`src/rtl/qport_pkg.sv`:
```
package qport_pkg;

    localparam int PORT_W        = 8;
    localparam logic [7:0] IMPL_MASK = 8'hBF;

    localparam int POS_RXD  = 0;
    localparam int POS_TXD  = 1;
    localparam int POS_INT0 = 2;
    localparam int POS_INT1 = 3;
    localparam int POS_CNT0 = 4;
    localparam int POS_CNT1 = 5;

    typedef struct packed {
        logic rxd;
        logic int0_n;
        logic int1_n;
        logic cnt0;
        logic cnt1;
    } alt_in_t;

    function automatic logic [PORT_W-1:0] fill_absent(
        input logic [PORT_W-1:0] v,
        input logic [PORT_W-1:0] mask
    );
        return v | ~mask;
    endfunction

endpackage

```
`src/rtl/qport_latch.sv`:
```
module qport_latch #(
    parameter int W = 8,
    parameter logic [W-1:0] MASK = 8'hBF
) (
    input  logic         clk,
    input  logic         rst,
    input  logic         wr_en,
    input  logic [W-1:0] wr_data,
    output logic [W-1:0] latch_q
);
    import qport_pkg::*;

    always_ff @(posedge clk) begin
        if (rst) begin
            latch_q <= '1;
        end else if (wr_en) begin
            latch_q <= fill_absent(wr_data, MASK);
        end
    end
endmodule

```
`src/rtl/qport_sync.sv`:
```
module qport_sync #(
    parameter int W = 8,
    parameter logic [W-1:0] MASK = 8'hBF,
    parameter int STAGES = 2
) (
    input  logic         clk,
    input  logic         rst,
    input  logic [W-1:0] d,
    output logic [W-1:0] q
);
    for (genvar i = 0; i < W; i++) begin : g_bit
        if (MASK[i]) begin : g_impl
            logic [STAGES-1:0] chain;
            always_ff @(posedge clk) begin
                if (rst) begin
                    chain <= '1;
                end else begin
                    chain <= {chain[STAGES-2:0], d[i]};
                end
            end
            assign q[i] = chain[STAGES-1];
        end else begin : g_absent
            assign q[i] = 1'b1;
        end
    end
endmodule

```
`src/rtl/qport_drive.sv`:
```
module qport_drive #(
    parameter int W = 8,
    parameter logic [W-1:0] MASK = 8'hBF
) (
    input  logic [W-1:0] latch_q,
    input  logic [W-1:0] alt_out,
    output logic [W-1:0] pull_dn,
    output logic [W-1:0] pull_up
);
    for (genvar i = 0; i < W; i++) begin : g_bit
        if (MASK[i]) begin : g_impl
            logic eff;
            assign eff        = latch_q[i] & alt_out[i];
            assign pull_dn[i] = ~eff;
            assign pull_up[i] = eff;
        end else begin : g_absent
            assign pull_dn[i] = 1'b0;
            assign pull_up[i] = 1'b0;
        end
    end
endmodule

```
`src/rtl/qport_top.sv`:
```
module qport_top
    import qport_pkg::*;
#(
    parameter int W = PORT_W,
    parameter logic [W-1:0] MASK = IMPL_MASK,
    parameter int STAGES = 2
) (
    input  logic         clk,
    input  logic         rst,
    input  logic         wr_en,
    input  logic [W-1:0] wr_data,
    input  logic         rd_rmw,
    output logic [W-1:0] rd_data,
    input  logic [W-1:0] pin_in,
    output logic [W-1:0] pull_dn,
    output logic [W-1:0] pull_up,
    input  logic         ser_txd,
    output logic         ser_rxd,
    output logic         int0_n,
    output logic         int1_n,
    output logic         cnt0_in,
    output logic         cnt1_in
);
    logic [W-1:0] latch_q;
    logic [W-1:0] pin_sync;
    logic [W-1:0] alt_out;
    alt_in_t      alt_in;

    qport_latch #(.W(W), .MASK(MASK)) u_latch (
        .clk     (clk),
        .rst     (rst),
        .wr_en   (wr_en),
        .wr_data (wr_data),
        .latch_q (latch_q)
    );

    qport_sync #(.W(W), .MASK(MASK), .STAGES(STAGES)) u_sync (
        .clk (clk),
        .rst (rst),
        .d   (pin_in),
        .q   (pin_sync)
    );

    always_comb begin
        alt_out          = '1;
        alt_out[POS_TXD] = ser_txd;
    end

    qport_drive #(.W(W), .MASK(MASK)) u_drive (
        .latch_q (latch_q),
        .alt_out (alt_out),
        .pull_dn (pull_dn),
        .pull_up (pull_up)
    );

    always_comb begin
        alt_in.rxd    = pin_sync[POS_RXD];
        alt_in.int0_n = pin_sync[POS_INT0];
        alt_in.int1_n = pin_sync[POS_INT1];
        alt_in.cnt0   = pin_sync[POS_CNT0];
        alt_in.cnt1   = pin_sync[POS_CNT1];
    end

    assign ser_rxd = alt_in.rxd;
    assign int0_n  = alt_in.int0_n;
    assign int1_n  = alt_in.int1_n;
    assign cnt0_in = alt_in.cnt0;
    assign cnt1_in = alt_in.cnt1;

    assign rd_data = fill_absent(rd_rmw ? latch_q : pin_sync, MASK);
endmodule

```
`config.mk`:
```
export PLATFORM = sky130hd
export DESIGN_NAME = qport_top
export DESIGN_NICKNAME = d
export VERILOG_FILES = /design/src/rtl/qport_pkg.sv /design/src/rtl/qport_latch.sv /design/src/rtl/qport_sync.sv /design/src/rtl/qport_drive.sv /design/src/rtl/qport_top.sv
export SDC_FILE = /design/constraint.sdc
export NUM_CORES = 1
export LEC_CHECK = 0
export BUFFER_PORTS_ARGS = -buffer_cell sky130_fd_sc_hd__clkbuf_2
export CAP_MARGIN = 20
export CORE_UTILIZATION = 44
export CTS_BUF_LIST = sky130_fd_sc_hd__clkbuf_8 sky130_fd_sc_hd__clkbuf_16
export DETAILED_ROUTE_END_ITERATION = 7
export GPL_TIMING_DRIVEN = 0
export PLACE_DENSITY = 0.82
export SLEW_MARGIN = 20
export SYNTH_ARGS = -nofsm -noshare
export SYNTH_HDL_FRONTEND = slang
export SYNTH_HIERARCHICAL = 1
export SYNTH_SLANG_ARGS = --single-unit
```
`constraint.sdc`:
```
create_clock -name clk -period 1.15 [get_ports clk]
set_clock_uncertainty 0.2 [all_clocks]
set_input_delay 0.1725 -clock clk [delete_from_list [all_inputs] [get_ports clk]]
set_output_delay 0.1725 -clock clk [all_outputs]
set_load 0.02 [all_outputs]
```
==> impl_metrics.ini <==
[timing]
rsz0062_at_grt = yes
period_share_pct = 121
fin_crit_ns = 1.39
hold_ws_ns = -0.0783
drv_slew = 0
fmax_mhz = 721
tns_ns = -3.14
setup_viol = 25
final_hold_viol_count = 3
finalWorstSetupSlack_ns = -0.238

[global_route]
grt.total_usage_pct = 21.3
overflow = 0
grt_max_degree = 13
grt_antenna_before_repair = 0
grt_pass1_wl_mm = 3.70
grt_pass1_vias = 858

[route]
vias_per_cell = 4.41
drt_iter0_markers = 4
routed_wl_mm = 2.61
dr_total_vias = 794
wl_per_cell_um = 14.5
drc_errors = 0
dr.pass1.iters = 4
final_antenna_net_count = 0

[placement]
place_inst = 175
dp_slack_ns = -0.0454
place_congestion = 0.624
io_buffers = 43

[clocking]
cts_tree = yes
cts_sinks = 21
clk_latency_ns = 0.26
root_buffer = clkbuf_8
cts-buffers-inserted = 3
max-clock-path-buffers = 2
postCtsHoldBufs = 11
htreeDepth = 1
path_clk_slew_ns = 0.07

[synth]
ys_warn_count = 6
syn_area_um2 = 970
syn_area_per_cell_um2 = 10.5
synthCells = 92

[critical_path]
crit_fanout = 4
path_buf_inv = 1
worstPathArrival_ns = 1.02
cp_slowest_cell = dfxtp_2
required_ns = 0.78
max_stage_delay_ns = 0.35
cp-start-kind = register
endpoint_kind = output port
crit_path_cell_trace = mux2_4 -> buf_8
critPathTopFamily = flip-flops
worstSetupPathType = register to output port

[layout]
finish.utilization_pct = 82.3
area_growth_syn_to_layout_pct = 71.6
diodes = 0
fin_cells = 180
drive_above_1_share_pct = 62.1
nets = 175

[die]
pin_count = 50
die_y_um = 48.9
start_util_pct = 48.0
die_area_mm2 = 0.00240
core_area_mm2 = 0.00202
die_w_um = 48.9
fp-row-count = 16

[job]
cap_violations = 0

[power_and_ir_drop]
p_per_area_mw_per_mm2 = 1090
ir_worst_vdd_v = 0.000924
leakagePower_uw = 0.000797

[outcome]
status = finished with violations
failed_checks = hold timing, setup timing

[min_path]
hold_class = input pin to register
[per-layer routing]
metal | GRT usage (%) | wire, um | vias up
li1 | - | - | 383
met2 | 43.3 | 1490 | 37
met3 | 4.05 | 103 | 10
met5 | 0 | 0 | -
met4 | 15.2 | 100 | 0
met1 | 17.6 | 910 | 364
[worst register-to-register path, stage by stage (launching register included)]
cell	delay, ns
dfxtp_2	0.35
buf_6	0.13
nor2b_4	0.12
a211o_2	0.28
[sequential cells by signal, summed over array words and instances, names as in the netlist]
name / flops
u_sync/g_bit.g_impl.chain: 14
u_latch/latch_q: 7
[placed cells by master, fill, tap and decap left out]
cell type / n
nor2b_4: 1
buf_8: 19
buf_4: 8
dlygate4sd3_1: 11
nor2b_1: 3
nand2_2: 2
conb_1: 15
nand2_4: 5
and2_4: 7
a211o_1: 3
dfxtp_1: 11
a211o_2: 4
clkbuf_2: 16
nor2b_2: 3
clkbuf_8: 3
inv_1: 1
dfxtp_2: 10
mux2_4: 7
or2_1: 14
buf_6: 10
[timing repair]
action                                  4_1_cts  5_1_grt
buffers inserted                              5        1
endpoints found under the setup margin       26       29
resized for setup                            57       43
pin swaps                                    11        4
hold endpoints to repair                     14        3
[layout make-up]
cell class | count | area [um^2]
Multi-Input combinational cell | 64 | 504
Clock buffer | 3 | 41.3
Clock inverter | 1 | 3.75
Sequential cell | 21 | 433
Timing Repair Buffer | 58 | 592
Fill cell | 114 | 358
Buffer | 6 | 56.3
Tap cell | 27 | 33.8
[worst paths after layout]
| check | startpoint | end | slack (ns) | cells after the start |
|---|---|---|---|---|
| max reg2reg | u_latch/latch_q[4] | u_latch/latch_q[4] | -0.04 | 3 |
| min | wr_data[1] | u_latch/latch_q[1] | -0.08 | 2 |
| min reg2reg | u_sync/g_bit[5].g_impl.chain[0] | u_sync/g_bit[5].g_impl.chain[1] | 0.20 | 1 |
| max | u_latch/latch_q[1] | rd_data[1] | -0.24 | 2 |
[through the flow]
step,cell area [um^2],power (uW)
3_3_place_gp,1270,1150
3_5_place_dp,1270,1160
6_report,1660,1820
4_1_cts,1580,1750
2_1_floorplan,1020,1050
5_1_grt,1660,1890
[power by group]
group / total, uW / internal (uW) / switching [uW] / leakage, uW
Combinational: 551 / 318 / 233 / 0.000598
Sequential: 799 / 772 / 26.7 / 0.000172
Clock: 468 / 238 / 230 / 0.0000269
Power figures use the tool's default switching activity.
